$ cat config.mk
export PLATFORM = sky130hd
export DESIGN_NAME = interval_timer
export DESIGN_NICKNAME = d
export VERILOG_FILES = /design/src/rtl/itmr_pkg.sv /design/src/rtl/itmr_counter.sv /design/src/rtl/itmr_compare.sv /design/src/rtl/itmr_irq.sv /design/src/rtl/interval_timer.sv
export SDC_FILE = /design/constraint.sdc
export NUM_CORES = 1
export LEC_CHECK = 0
export ABC_AREA = 1
export BUFFER_PORTS_ARGS = -buffer_cell sky130_fd_sc_hd__buf_2
export CAP_MARGIN = 0
export CORE_MARGIN = 2
export CORE_UTILIZATION = 44
export DETAILED_ROUTE_END_ITERATION = 16
export PLACE_DENSITY_LB_ADDON = 0.3
export SKIP_CTS_REPAIR_TIMING = 1
export SYNTH_ARGS = -nofsm -noshare
export SYNTH_HDL_FRONTEND = slang
export SYNTH_SLANG_ARGS = --single-unit
export TNS_END_PERCENT = 30
$ cat constraint.sdc
create_clock -name clk -period 1.45 [get_ports clk]
set_input_delay 0.2175 -clock clk [delete_from_list [all_inputs] [get_ports clk]]
set_output_delay 0.2175 -clock clk [all_outputs]
set_load 0.02 [all_outputs]
$ cat src/rtl/itmr_pkg.sv
package itmr_pkg;
  localparam int CMP_W = 32;
  typedef logic [CMP_W-1:0] cmp_t;
endpackage

$ cat src/rtl/itmr_counter.sv
module itmr_counter
  import itmr_pkg::*;
#(
  parameter int CNT_W = 32
) (
  input  logic             clk,
  input  logic             rst_n,
  output logic [CNT_W-1:0] count,
  output cmp_t             count_lo
);
  always_ff @(posedge clk) begin
    if (!rst_n) count <= '0;
    else        count <= count + 1'b1;
  end

  generate
    if (CNT_W == CMP_W) begin : g_narrow
      assign count_lo = count;
    end else begin : g_wide
      assign count_lo = count[CMP_W-1:0];
    end
  endgenerate


  count_step_chk: assert property (@(posedge clk) disable iff (!rst_n)
    1'b1 |=> count == $past(count) + 1'b1);
endmodule

$ cat src/rtl/itmr_compare.sv
module itmr_compare
  import itmr_pkg::*;
(
  input  logic clk,
  input  logic rst_n,
  input  logic load,
  input  cmp_t load_val,
  input  cmp_t count_lo,
  output logic match
);
  cmp_t cmp_q;

  always_ff @(posedge clk) begin
    if (!rst_n)    cmp_q <= '1;
    else if (load) cmp_q <= load_val;
  end

  assign match = (count_lo == cmp_q);


  cmp_load_chk: assert property (@(posedge clk) disable iff (!rst_n)
    load |=> cmp_q == $past(load_val));

  cmp_hold_chk: assert property (@(posedge clk) disable iff (!rst_n)
    !load |=> $stable(cmp_q));
endmodule

$ cat src/rtl/itmr_irq.sv
module itmr_irq (
  input  logic clk,
  input  logic rst_n,
  input  logic match,
  input  logic ack,
  input  logic enable,
  output logic irq
);
  logic pending;

  always_ff @(posedge clk) begin
    if (!rst_n)     pending <= 1'b0;
    else if (match) pending <= 1'b1;
    else if (ack)   pending <= 1'b0;
  end

  assign irq = pending & enable;


  pend_set_chk: assert property (@(posedge clk) disable iff (!rst_n)
    match |=> pending);

  pend_clr_chk: assert property (@(posedge clk) disable iff (!rst_n)
    (ack && !match) |=> !pending);

  pend_hold_chk: assert property (@(posedge clk) disable iff (!rst_n)
    (pending && !ack) |=> pending);
endmodule

$ cat src/rtl/interval_timer.sv
module interval_timer
  import itmr_pkg::*;
#(
  parameter int          CNT_W    = 32,
  parameter int          ADDR_W   = 4,
  parameter logic [ADDR_W-1:0] REG_ADDR = 4'h2
) (
  input  logic              clk,
  input  logic              rst_n,
  input  logic [ADDR_W-1:0] bus_addr,
  input  logic              bus_rd,
  input  logic              bus_wr,
  input  logic [31:0]       bus_wdata,
  output logic [CNT_W-1:0]  bus_rdata,
  output logic              bus_rvalid,
  input  logic              irq_enable,
  input  logic              irq_ack,
  output logic              irq
);
  logic             hit, rd_hit, wr_hit, match;
  logic [CNT_W-1:0] count;
  cmp_t             count_lo;

  assign hit    = (bus_addr == REG_ADDR);
  assign rd_hit = hit & bus_rd;
  assign wr_hit = hit & bus_wr;

  itmr_counter #(.CNT_W(CNT_W)) u_cnt (
    .clk(clk), .rst_n(rst_n), .count(count), .count_lo(count_lo)
  );

  itmr_compare u_cmp (
    .clk(clk), .rst_n(rst_n), .load(wr_hit), .load_val(bus_wdata),
    .count_lo(count_lo), .match(match)
  );

  itmr_irq u_irq (
    .clk(clk), .rst_n(rst_n), .match(match), .ack(irq_ack),
    .enable(irq_enable), .irq(irq)
  );

  always_ff @(posedge clk) begin
    if (!rst_n) begin
      bus_rdata  <= '0;
      bus_rvalid <= 1'b0;
    end else begin
      bus_rvalid <= rd_hit;
      if (rd_hit) bus_rdata <= count;
    end
  end


  rd_data_chk: assert property (@(posedge clk) disable iff (!rst_n)
    rd_hit |=> bus_rvalid && bus_rdata == $past(count));

  rd_miss_chk: assert property (@(posedge clk) disable iff (!rst_n)
    !rd_hit |=> !bus_rvalid);
endmodule

# --- Word level (Yosys, flattened, before mapping) ---
# Cells that the tools add are included.
# Widths: inputs -> output; s select.
totals:
  inputBits: 42
  regBits: 98
  word_cells: 14
  output_inout_bits: 34
op_classes:
  n_addsub: 1
  eq_ne: 2
  bitwise: 3
  reduce_logical: 1
  mux: 2
op_table:
  columns: ["op", "count"]
  rows:
  - ["$add 32x1->32 const B", 1]
  - ["$eq 32x32->1", 1]
  - ["$eq 4x2->1 const B", 1]
  - ["$and 1x1->1", 3]
  - ["$mux 1", 2]
  - ["$reduce_bool 2->1", 1]

# --- Depth between registers and ports, before layout ---
# Gate-level depths: netlist of the first run.
depth:
  depth_word: 2
  ltp_mapped: 11
  mapped_depth_nobuf: 11

# --- Cells and area by module ---
# From an unflattened synthesis of the first run, not the netlist that was laid out.
unflattened:
  hier_cells: 859
  area_unflattened_um2: 5397.7
modules_own_cells:
  columns: ["mod", "area_per_inst_um2", "instances", "cells_each", "seq_area_each_um2"]
  rows:
  - ["itmr_counter", 1914.3, 1, 281, 640.6]
  - ["itmr_compare", 1721.7, 1, 289, 640.6]
  - ["interval_timer", 1710.4, 1, 281, 660.6]
  - ["itmr_irq", 51.3, 1, 8, 20.0]

# --- Worst setup path before layout of the first run ---
# Ideal clock, no wire load.
synth_path:
  kind: "reg-to-reg"
  startpoint: "register u_cnt.count[0]"
  endpoint: "register u_cnt.count[22]"
  stages_incl_launch_ff: 11
  t_arrival_ns: 1.267
  slack_ns: 0.056
  required_time_ns: 1.322
  setup_time_ns: 0.128
  period_less_slack_ns: 1.394
  path_cell_list: "dfxtp_1 ha_1 nand2_2 nor2_4 inv_2 nor2_2 nand2_2 nor2_4 nand3_1 nand2_1 nor2_1"
synth_via:
  elab_chain_cells: 1
synth_rtl:
  columns: ["element", "line", "source"]
  rows:
  - ["from (decl)", "itmr_counter.sv:8", "output logic [CNT_W-1:0] count,"]
  - ["from (signal assigned)", "itmr_counter.sv:13", "else count <= count + 1'b1;"]
  - ["$add 32x1->32", "itmr_counter.sv:13", null]
# No other way between the ends.
# A chain may end at the register's enable or synchronous reset.

# --- Worst setup path in the final report of the first run ---
layout_path:
  startpoint: "register u_cnt.count[1]"
  endpoint: "register u_cnt.count[22]"
# Same word-level chain as after synthesis.

==> metrics, run 1 <==
outcome=complete, no violations; Design Power=4.88 mW; Fmax achieved=721 MHz; Worst Path Arrival=1.69 ns; Worst-path clk slew=0.09 ns; CTS Buf Count=9; CTS Root Cell=clkbuf_8; crit path max fanout=4; P per Cell Area=886 nW/µm²; top-area cell type share of the netlist area=44.3%; total negative slack=0 ns; fin crit period=1.39 ns; Max Buffers Root-to-Sink=2; Post-DRT Antenna Nets=0; die width=104 µm; largest net degree at the start of global routing=66; most common cell after layout, fill and taps aside=nand2_1; Core ar.=9770 µm²; gr busiest metal=met2; final WL=11000 µm; IO Count=76; ys async rst share=0%; row cnt=36; Reg2Reg Setup Slack=0.06 ns; met3 Resource Use GR=4.39%; worst vdd ir=0.485 mV; Global Route met1 Usage=29.0%; Synth Net Count=671; global routing usage on met2=33.2%; gr usage total=21.2%; dominant synthesized flop cell=dfxtp_1; die area=10900 µm²; H-tree levels=3; Mapped Avg Cell Area=7.05 µm²; crit end category=flop; HP Class=in -> reg; post-DR vias/cell=4.92; most frequent cells in the layout=nand2_1 (167), dfxtp_1 (80), inv_1 (77); antenna fix cells=0; synthesis-to-finish area growth=24.4%; HPWL Detailed=8270 µm; fin nets=769; first-pass GRT wire length=19100 µm; Yosys top cell by area=dfxtp_1; gpl congestion=0.917; number of DRC markers in iteration 0=287; Initial Util=45.3%; Pre-antenna DRT Iters=5; RSZ-0062 raised after global routing=true; initial antenna violation count=0; vias in the first global route=4115; top cells by area, synth=dfxtp_1 (44%), nand2_1 (14%), inv_1 (6.5%); Final Slew Violations=0; die height=104 µm; Fin. Hold Viols=0; CTS sink count=98; wire length per cell=12.7 µm; CTS tree=yes; share of cells above drive strength 1=24.6%; Max-Cap Viols=0; library cells used by synthesis=31; final setup fails=0; Skew-Pair Late Insertion Delay=0.37 ns; startpoint types=flop; global route overflow=0; fin crit share=95.7%; drc violations=0; WP data required=1.76 ns; fillers=964; critical path class=reg -> reg; Final Skew=0.00457 ns; Synth Warn #=0; FF+latch count, synth=98; Max transition margin=76.4%; Pleak=2.33 nW; Syn Inst Count=628; Mapped Area=4430 µm²; Port Buffers=75; Seq/Total Area, Yosys=44.3%; Worst-Margin Slew=0.350 ns; Post-synth EDFFs=0; vias=4252
layer usage:
metal | vias up | share of wire (%)
met5 | - | 0
met4 | 0 | 1.7
met3 | 15 | 5.0
met2 | 119 | 45
met1 | 1934 | 48
li1 | 2184 | -
Yosys cell counts, types with 6 or more instances:
master	count
nor3_1	12
nor2_1	46
inv_1	77
xnor2_1	24
nand2_1	170
a21oi_1	53
nor2_2	6
clkbuf_1	19
o211ai_1	11
nand3_1	35
o21ai_0	42
dfxtp_1	98
cell type report:
class                           count  area (µm²)  area share [%]
Multi-Input combinational cell    424        2150            39.1
Sequential cell                    98        1990            36.2
Timing Repair Buffer              111         683            12.4
Inverter                           82         308            5.59
Tap cell                          133         166            3.02
Clock buffer                       11         151            2.75
Clock inverter                      5        52.6           0.954
through the flow:
stage	cells	util, %	worst slack, ns	instance area, µm²	hold WS [ns]
after floorplan	628	-	0.0555	4430	0.331
after global placement	848	53.1	-0.0542	5190	0.417
after detailed placement	848	53.1	-0.0768	5190	0.420
after CTS	864	55.1	-0.0709	5390	0.0297
after global routing	864	56.4	-0.0384	5510	0.0397
final	864	56.4	0.0627	5510	0.0404
final timing paths:
kind / startpoint / to / cells past startpoint
max: u_cnt.count[1]$_SDFF_PN0_ / u_cnt.count[22]$_SDFF_PN0_ / 11
min: bus_wdata[7] / u_cmp.cmp_q[7]$_SDFFE_PN1P_ / 3
max reg2reg: u_cnt.count[1]$_SDFF_PN0_ / u_cnt.count[22]$_SDFF_PN0_ / 11
min reg2reg: bus_rdata[19]$_SDFFE_PN0P_ / bus_rdata[19]$_SDFFE_PN0P_ / 2
where the power goes:
part           switching (mW)  internal [mW]
clock network           0.938          0.883
registers              0.0299           2.73
logic                   0.172          0.129
worst max-delay path, stage by stage (launching register included):
cell,delay (ns)
dfxtp_2,0.36
ha_4,0.15
nand2_4,0.06
nor2_4,0.14
inv_2,0.07
nor2_4,0.09
nand2_2,0.08
nor2_4,0.13
nand2_1,0.07
nand2_1,0.06
nand2_1,0.05
nor2_1,0.08
cell families after synthesis:
| group | share of synthesized area, % |
|---|---|
| compound gates | 13.2 |
| xor+xnor | 4.94 |
| fa+ha+maj | 0.283 |
| buf+inv | 9.13 |
| flops | 44.3 |
| simple gates | 28.1 |
registers in the layout, indices dropped and copies added, names as in the netlist:
register and count:
u_cnt.count 32, u_cmp.cmp_q 32, bus_rvalid 1, u_irq.pending 1, bus_rdata 32
No activity file was read; power rests on OpenSTA's default activity.
==> run 2, diff against run 1 <==
==> constraint.sdc (replaced) <==
create_clock -name clk -period 1.45 [get_ports clk]
set_input_delay 0.145 -clock clk [delete_from_list [all_inputs] [get_ports clk]]
set_output_delay 0.145 -clock clk [all_outputs]
set_load 0.02 [all_outputs]
==> metrics, run 2 (synthesized netlist as in run 1, its figures left out) <==
die height=104 µm (unchanged); post-DR vias/cell=4.95 (+0.59%); HP Class=in -> reg; Finished Layout Cells=886 (+2.5%); Port Buffers=75 (unchanged); gpl congestion=0.944 (+3.0%); die area=10900 µm² (unchanged); die width=104 µm (unchanged); Worst Path Arrival=1.68 ns (about the same); row cnt=36 (unchanged); most common cell after layout, fill and taps aside=nand2_1; WP data required=1.72 ns (-0.04 ns); worst vdd ir=0.565 mV (+17%); Post-DRT Antenna Nets=0 (unchanged); Final Skew=0.00996 ns (+0.00539 ns); Placed Cells=855 (+0.83%); Worst setup startpoint=u_cnt.count[0]$_SDFF_PN0_; outcome=complete, but fails checks; number of DRC markers in iteration 0=191 (-33%); synthesis-to-finish area growth=29.6%; antenna fix cells=0 (unchanged); Design Power=4.94 mW (+1.3%); Fin Hold WS=-0.0140 ns (-0.0543 ns); most frequent cells in the layout=nand2_1 (167), dfxtp_1 (79), inv_1 (75), buf_2 (75), a21oi_1 (53); Fin. Hold Viols=9 (+9); share of cells above drive strength 1=25.2% (+0.61 points); fin crit share=97.7% (+2.0 points); H-tree levels=3 (unchanged); CTS sink count=98 (unchanged); CTS tree=yes; final setup fails=0 (unchanged); CTS Root Cell=clkbuf_8; Reg2Reg Depth=10 (-1); final WL=11800 µm (+7.5%); fin crit period=1.42 ns (+0.0289 ns); vias in the first global route=3920 (-4.7%); CTS Buf Count=9 (unchanged); fin nets=792 (+3.0%); Worst-path clk slew=0.09 ns (about the same); fillers=943 (-2.2%); global route overflow=0 (unchanged); startpoint types=flop; crit path max fanout=4 (unchanged); critical path class=reg -> reg; biggest regs=bus_rdata (32), u_cmp.cmp_q (32), u_cnt.count (32); crit end category=flop; first-pass GRT wire length=19000 µm (-0.29%); Max Buffers Root-to-Sink=2 (unchanged); r2r startpoint=u_cnt.count[0]$_SDFF_PN0_; RSZ-0062 raised after global routing=true; Skew-Pair Late Insertion Delay=0.37 ns (about the same); Worst-Margin Slew=0.303 ns (-0.0471 ns); initial antenna violation count=0 (unchanged); largest net degree at the start of global routing=66 (unchanged); failing checks=hold timing; Layout Utilization=58.7% (+2.4 points); worst setup path end=u_cnt.count[22]$_SDFF_PN0_; drc violations=0 (unchanged); HPWL Detailed=8860 µm (+7.2%); wire length per cell=13.3 µm (+4.8%); Pre-antenna DRT Iters=4 (-1); Final Slew Violations=0 (unchanged); r2r endpoint=u_cnt.count[22]$_SDFF_PN0_; hold_sp=bus_wdata[8]; Core ar.=9770 µm² (unchanged); vias=4386 (+3.2%); Max transition margin=79.6% (+3.2 points); P per Cell Area=861 nW/µm² (-2.8%); Reg2Reg Setup Slack=0.03 ns (-0.03 ns); Pleak=2.45 nW (+5.3%); gr usage total=21.8% (+0.58 points); Max-Cap Viols=0 (unchanged); Fmax achieved=706 MHz (-2.0%); IO Count=76 (unchanged); Initial Util=45.3% (unchanged)
## run 2: changes by cell type in the layout (fill, tap and decap cells not counted), sizes merged
cell and delta:
buf +7, clkbuf +2, clkinv -2, clkinvlp -1, dlygate4sd3 +16
## run 2: final cells by class
| cell class | instances | area (µm²) | share of cell area, % |
|---|---|---|---|
| Tap cell | 133 | 166 | 2.90 |
| Clock inverter | 2 | 35.0 | 0.610 |
| Timing Repair Buffer | 134 | 908 | 15.8 |
| Multi-Input combinational cell | 424 | 2160 | 37.7 |
| Sequential cell | 98 | 1990 | 34.7 |
| Inverter | 82 | 308 | 5.36 |
| Clock buffer | 13 | 169 | 2.94 |
## run 2: how the worst min path moves through the flow
stage / end / slack, ns / cells past startpoint
floorplan: u_cmp.cmp_q[10]$_SDFFE_PN1P_ / 0.26 / 2
global placement: u_cmp.cmp_q[24]$_SDFFE_PN1P_ / 0.34 / 3
detailed placement: u_cmp.cmp_q[18]$_SDFFE_PN1P_ / 0.35 / 3
CTS: u_cmp.cmp_q[25]$_SDFFE_PN1P_ / -0.04 / 3
global route: u_cmp.cmp_q[4]$_SDFFE_PN1P_ / 0.004 / 3
finish: u_cmp.cmp_q[8]$_SDFFE_PN1P_ / -0.01 / 3
## run 2: stage by stage
| stage | worst slack [ns] | setup TNS, ns | area [µm²] |
|---|---|---|---|
| finish | 0.0338 | 0 | 5740 |
| CTS | -0.119 | -0.232 | 5460 |
| floorplan | 0.0555 | 0 | 4430 |
| detailed placement | -0.0792 | -0.156 | 5250 |
| global route | -0.0642 | -0.355 | 5740 |
| global placement | -0.0666 | -0.126 | 5250 |
## run 2: worst max-delay path, stage by stage, from the launching register on
cell	delay, ns
dfxtp_2	0.37
ha_4	0.14
nand2_2	0.07
nor2_4	0.15
inv_2	0.08
nor2_4	0.12
nand2_4	0.07
nor2_4	0.13
nand3_1	0.08
nand2_1	0.07
nor2_1	0.03
## run 2: power breakdown
group	switching (mW)	internal, mW	total (mW)
logic	0.184	0.162	0.346
registers	0.0287	2.73	2.76
clock network	0.908	0.929	1.84
total	1.12	3.82	4.94
## run 2: routing by layer
metal / up-vias / track usage, % / part of all wire, %
met1: 2028 / 30.5 / 48
li1: 2231 / - / -
met2: 114 / 34.1 / 46
met4: 0 / 5.98 / 1.5
met5: - / 0 / 0
met3: 13 / 4.45 / 5.1
